===== config.mk =====
export PLATFORM = sky130hd
export DESIGN_NAME = srq_fifo
export DESIGN_NICKNAME = d
export VERILOG_FILES = /design/src/rtl/srq_pkg.sv /design/src/rtl/srq_store.sv /design/src/rtl/srq_ctrl.sv /design/src/rtl/srq_outreg.sv /design/src/rtl/srq_fifo.sv
export SDC_FILE = /design/constraint.sdc
export NUM_CORES = 1
export LEC_CHECK = 0
export ABC_AREA = 1
export BUFFER_PORTS_ARGS = -buffer_cell sky130_fd_sc_hd__buf_2
export CORE_MARGIN = 2
export CORE_UTILIZATION = 45
export DETAILED_ROUTE_END_ITERATION = 8
export MAX_ROUTING_LAYER = met4
export PLACE_DENSITY = 0.63
export SETUP_SLACK_MARGIN = 0.2
export SKIP_CTS_REPAIR_TIMING = 1
export SLEW_MARGIN = 30
export SYNTH_ARGS = -nofsm -noshare
export SYNTH_HDL_FRONTEND = slang
export SYNTH_SLANG_ARGS = --single-unit

===== constraint.sdc =====
create_clock -name clk -period 9.8 [get_ports clk]
set_clock_uncertainty 0.2 [all_clocks]
set_input_delay 0.98 -clock clk [delete_from_list [all_inputs] [get_ports clk]]
set_output_delay 0.98 -clock clk [all_outputs]
set_load 0.01 [all_outputs]

===== src/rtl/srq_pkg.sv =====
package srq_pkg;
    typedef enum logic [1:0] {
        OCC_EMPTY = 2'd0,
        OCC_ONE   = 2'd1,
        OCC_MORE  = 2'd2
    } occ_state_e;
endpackage


===== src/rtl/srq_store.sv =====
module srq_store #(
    parameter int unsigned ENTRIES = 7,
    parameter int unsigned WORD_W  = 9,
    parameter int unsigned AW      = 3
) (
    input  logic              clk,
    input  logic              shift_en,
    input  logic [WORD_W-1:0] wr_word,
    input  logic [AW-1:0]     rd_addr,
    output logic [WORD_W-1:0] rd_word
);
    logic [WORD_W-1:0] slot_q [ENTRIES];

    always_ff @(posedge clk) begin
        if (shift_en) slot_q[0] <= wr_word;
    end

    for (genvar g = 1; g < ENTRIES; g++) begin : g_slot
        always_ff @(posedge clk) begin
            if (shift_en) slot_q[g] <= slot_q[g-1];
        end
    end

    assign rd_word = slot_q[rd_addr];
endmodule


===== src/rtl/srq_ctrl.sv =====
module srq_ctrl
    import srq_pkg::*;
#(
    parameter int unsigned DEPTH = 8,
    parameter int unsigned AW    = 3
) (
    input  logic          clk,
    input  logic          rst_n,
    input  logic          in_vld,
    input  logic          out_bp,
    output logic          full,
    output logic          head_vld,
    output logic          shift_en,
    output logic          load_en,
    output logic          load_from_in,
    output logic [AW-1:0] rd_addr
);
    localparam logic [AW-1:0] ADDR_TOP  = AW'(DEPTH - 2);
    localparam logic [AW-1:0] ADDR_NEAR = AW'(DEPTH - 3);

    typedef struct packed {
        occ_state_e    st;
        logic [AW-1:0] addr;
        logic          vld;
        logic          full;
    } ctrl_t;

    ctrl_t ctl_d, ctl_q;
    logic  push, pop;

    always_comb begin
        push         = in_vld & ~ctl_q.full;
        pop          = ctl_q.vld & ~out_bp;
        ctl_d        = ctl_q;
        shift_en     = 1'b0;
        load_en      = 1'b0;
        load_from_in = 1'b0;
        ctl_d.full   = 1'b0;
        case (ctl_q.st)
            OCC_EMPTY: begin
                if (push) begin
                    load_en      = 1'b1;
                    load_from_in = 1'b1;
                    ctl_d.st     = OCC_ONE;
                end
            end
            OCC_ONE: begin
                if (push && pop) begin
                    load_en      = 1'b1;
                    load_from_in = 1'b1;
                end else if (push) begin
                    shift_en   = 1'b1;
                    ctl_d.addr = '0;
                    ctl_d.st   = OCC_MORE;
                end else if (pop) begin
                    ctl_d.st = OCC_EMPTY;
                end
            end
            OCC_MORE: begin
                if (push && pop) begin
                    shift_en   = 1'b1;
                    load_en    = 1'b1;
                    ctl_d.full = (ctl_q.addr == ADDR_TOP);
                end else if (push) begin
                    shift_en   = 1'b1;
                    ctl_d.addr = ctl_q.addr + 1'b1;
                    ctl_d.full = (ctl_q.addr == ADDR_NEAR);
                end else if (pop) begin
                    load_en = 1'b1;
                    if (ctl_q.addr == '0) ctl_d.st = OCC_ONE;
                    else                  ctl_d.addr = ctl_q.addr - 1'b1;
                end else begin
                    ctl_d.full = (ctl_q.addr == ADDR_TOP);
                end
            end
            default: ctl_d.st = OCC_EMPTY;
        endcase
        ctl_d.vld = (ctl_d.st != OCC_EMPTY);
    end

    always_ff @(posedge clk or negedge rst_n) begin
        if (!rst_n) ctl_q <= '{st: OCC_EMPTY, addr: '0, vld: 1'b0, full: 1'b0};
        else        ctl_q <= ctl_d;
    end

    assign full     = ctl_q.full;
    assign head_vld = ctl_q.vld;
    assign rd_addr  = ctl_q.addr;
endmodule


===== src/rtl/srq_outreg.sv =====
module srq_outreg #(
    parameter int unsigned WORD_W = 9
) (
    input  logic              clk,
    input  logic              rst_n,
    input  logic              load_en,
    input  logic              load_from_in,
    input  logic [WORD_W-1:0] in_word,
    input  logic [WORD_W-1:0] sr_word,
    output logic [WORD_W-1:0] head_word
);
    logic [WORD_W-1:0] head_d, head_q;

    always_comb begin
        head_d = head_q;
        if (load_en) head_d = load_from_in ? in_word : sr_word;
    end

    always_ff @(posedge clk or negedge rst_n) begin
        if (!rst_n) head_q <= '0;
        else        head_q <= head_d;
    end

    assign head_word = head_q;
endmodule


===== src/rtl/srq_fifo.sv =====
module srq_fifo #(
    parameter int unsigned WIDTH = 8,
    parameter int unsigned DEPTH = 8
) (
    input  logic             clk,
    input  logic             rst_n,
    input  logic             in_vld,
    input  logic [WIDTH-1:0] in_data,
    input  logic             in_eos,
    output logic             in_bp,
    output logic             out_vld,
    output logic [WIDTH-1:0] out_data,
    output logic             out_eos,
    input  logic             out_bp
);
    localparam int unsigned SR_N   = DEPTH - 1;
    localparam int unsigned WORD_W = WIDTH + 1;
    localparam int unsigned AW     = (SR_N > 1) ? $clog2(SR_N) : 1;

    logic              shift_en, load_en, load_from_in;
    logic [AW-1:0]     rd_addr;
    logic [WORD_W-1:0] in_word, sr_word, head_word;

    assign in_word = {in_eos, in_data};

    srq_ctrl #(.DEPTH(DEPTH), .AW(AW)) u_ctrl (
        .clk(clk), .rst_n(rst_n), .in_vld(in_vld), .out_bp(out_bp),
        .full(in_bp), .head_vld(out_vld), .shift_en(shift_en),
        .load_en(load_en), .load_from_in(load_from_in), .rd_addr(rd_addr)
    );

    srq_store #(.ENTRIES(SR_N), .WORD_W(WORD_W), .AW(AW)) u_store (
        .clk(clk), .shift_en(shift_en), .wr_word(in_word),
        .rd_addr(rd_addr), .rd_word(sr_word)
    );

    srq_outreg #(.WORD_W(WORD_W)) u_head (
        .clk(clk), .rst_n(rst_n), .load_en(load_en), .load_from_in(load_from_in),
        .in_word(in_word), .sr_word(sr_word), .head_word(head_word)
    );

    assign {out_eos, out_data} = head_word;
endmodule


==> impl_metrics.yaml <==
drt:
  wl_met3_microns: 277
  routed_via_density: 4.89
  antenna_left: 0
  first_iter_violations: 233
  drt-total-wl_mm: 6.59
  top_layer_used: "met4"
  routedWlPerCell_microns: 13.2
  dr.pass1.iters: 5
  dr_total_vias: 2445
  drt-met1-wl_mm: 3.41
  drc_errors: 0
  wl_met2_mm: 2.83
sta:
  rsz0062_at_grt: "false"
  setup_violations: 0
  relSlewSlack_pct: 35.8
  finalCritPeriodShare_pct: 28.2
  finalHoldViolations: 0
  finalCriticalPeriod_ps: 2770
  fin_tns_setup_ps: 0
  drv_slew: 0
  worstMarginPinSlew_ps: 963
  fmax_mhz: 361
synth:
  ys_top_cells_by_count: "150 x nand2_1, 63 x edfxtp_1, 37 x nor2_1"
  yosysTopAreaCell: "edfxtp_1"
  synth.most_common_cell: "nand2_1"
  syn_inst: 373
  synth_area_leaders: "edfxtp_1 52%, nand2_1 15%, dfrtp_1 11%"
  syn_nets: 395
  syn_area_sq_mm: 0.00364
  ys_seq_area_share_pct: 63.0
  synth_edf_count: 63
  avgSynthCellArea_sq_um: 9.76
  synth-seq-cells: 79
  ys_warn_count: 0
  synth_flop_cell: "edfxtp_1"
  synthDominantCellAreaShare_pct: 52.0
  async_flop_share_pct: 20.3
  synth.distinct_cells: 25
placed_design:
  gp_congestion: 0.852
  hpwl_mm: 4.12
  portBuffers: 23
  dpl_cell_area_sq_mm: 0.00381
setup_path:
  end_kind: "register"
  crit_chain: "inv_2, ha_1, nand2_1, a21oi_1, nor2_1, nand3_2, nand2_1, o21ai_1"
  crit_arrival_ps: 2790
  worstPathMaxFanout: 34
  critPathMaxStageDelay_ps: 980
  critPathKind: "register to register"
  slowest_stage: "dfrtp_1"
  critical-path-top-delay-family: "flip-flops"
  worstSetupStartpointType: "register"
  cpMostUsedCell: "nand2_1"
  cp.required_ps: 9820
  cp.buffers_inverters: 1
layout:
  fillers: 725
  fin_nets: 415
  stdcell_area_sq_mm: 0.00400
  diodes: 0
  multi_input_area_sq_mm: 0.00118
  seq_area_sq_mm: 0.00229
  layout-area-overhead-vs-synth_pct: 9.93
  drive_gt1_share_pct: 13.3
floorplan:
  dieArea_sq_mm: 0.00882
  die_h_microns: 93.9
  start_util_pct: 46.9
  io_pins: 24
  num_rows: 32
  dieWidth_microns: 93.9
  coreArea_sq_mm: 0.00777
power:
  ir_worst_vdd_uv: 139
  power_density_mw_per_mm2: 260
  p_leak_nw: 1.77
clock_network:
  path_clk_slew_ps: 80
  numCtsBuffers: 9
  clk_latency_ps: 330
  cts_sinks: 79
  cts_htree_levels: 3
  clock_path_buffers: 2
  cts_root_buf: "clkbuf_8"
  cts_tree: "built"
grt:
  grt_max_degree: 64
  antenna_found_initial: 0
  grt_overflow: 0
  track_usage_pct: 17.2
  grt_pass1_wl_mm: 11.4
  grt_pass1_vias: 2417
outcome:
  run_status: "finished clean"
job:
  maxCapViolCount: 0
worst_hold_path:
  min-delay-path-class: "register to register"
## metal layers
metal,vias to the layer above,track usage (%)
li1,1254,-
met1,1125,25.4
met2,61,24.1
met3,5,2.49
met4,0,6.64
met5,-,-
## layout by cell type (no fill, tap or decap), types with 2 or more instances in the layout
cell type,instances
nand3_2,3
dfrtp_1,16
o21ai_0,7
buf_2,23
nand2_1,150
inv_2,3
clkinv_2,3
edfxtp_1,63
a21oi_1,7
nor2_1,37
nand3_1,26
ha_1,9
clkbuf_8,9
inv_1,19
nor2_4,3
nor2_2,2
o21ai_1,3
o211ai_1,3
## flip-flops by register name, summed over array words and instances (netlist names)
name / count
u_ctrl.full: 1
u_store.slot_q: 63
u_ctrl.head_vld: 1
u_ctrl.ctl_q: 2
u_ctrl.rd_addr: 3
u_head.head_word: 9
## where the power goes
group          switching (mW)  internal [mW]
Clock                   0.113          0.117
Combinational           0.207          0.102
Sequential             0.0488          0.454
Total                   0.369          0.673
## worst register-to-register path: stages (launching register included)
cell and delay [ps]:
dfrtp_1 980, inv_2 510, ha_1 360, nand2_1 110
a21oi_1 90, nor2_1 110, nand3_2 130, nand2_1 80
o21ai_1 80
## cell type report
type / count / share of cell area, %
well taps: 102 / 3.19
clock buffers: 10 / 3.19
flip-flops and latches: 79 / 57.3
repair buffers: 24 / 3.06
clock inverters: 6 / 1.53
inverters: 23 / 2.16
multi-input cells: 256 / 29.6
## final timing paths
check | startpoint | endpoint | slack (ps) | depth (start not counted)
setup / recovery | u_ctrl.rd_addr[0]$_DFFE_PN0P_ | u_ctrl.rd_addr[0]$_DFFE_PN0P_ | 7030 | 8
hold / removal | u_store.slot_q[1][3]$_DFFE_PP_ | u_store.slot_q[2][3]$_DFFE_PP_ | 250 | 0
setup reg to reg | u_ctrl.rd_addr[0]$_DFFE_PN0P_ | u_ctrl.rd_addr[0]$_DFFE_PN0P_ | 7030 | 8
hold reg to reg | u_store.slot_q[1][3]$_DFFE_PP_ | u_store.slot_q[2][3]$_DFFE_PP_ | 250 | 0
max in group asynchronous | rst_n | u_ctrl.rd_addr[0]$_DFFE_PN0P_ | 8790 | 1
min in group asynchronous | rst_n | u_head.head_word[0]$_DFFE_PN0P_ | 340 | 1
## stage by stage
stage | worst slack (ps) | utilization (%) | std cells | hold slack, ps | power (mW)
floorplan | 4770 | - | 373 | 221 | 0.742
global placement | 6760 | 49.1 | 484 | 228 | 0.812
detailed placement | 6670 | 49.1 | 484 | 232 | 0.819
CTS | 6660 | 51.5 | 500 | 251 | 1.05
global route | 6800 | 51.5 | 500 | 265 | 1.12
finish | 7030 | 51.5 | 500 | 248 | 1.04
## logic make-up (layout without fill, tap and decap cells)
kind of cell | after synthesis | in the layout | share of synthesized area (%)
fa+ha+maj | 9 | 9 | 3.09
compound gates | 23 | 23 | 3.51
simple gates | 224 | 224 | 25.6
flops | 79 | 79 | 63.0
buf+inv | 38 | 63 | 4.81
No activity file was read; power rests on OpenSTA's default activity.
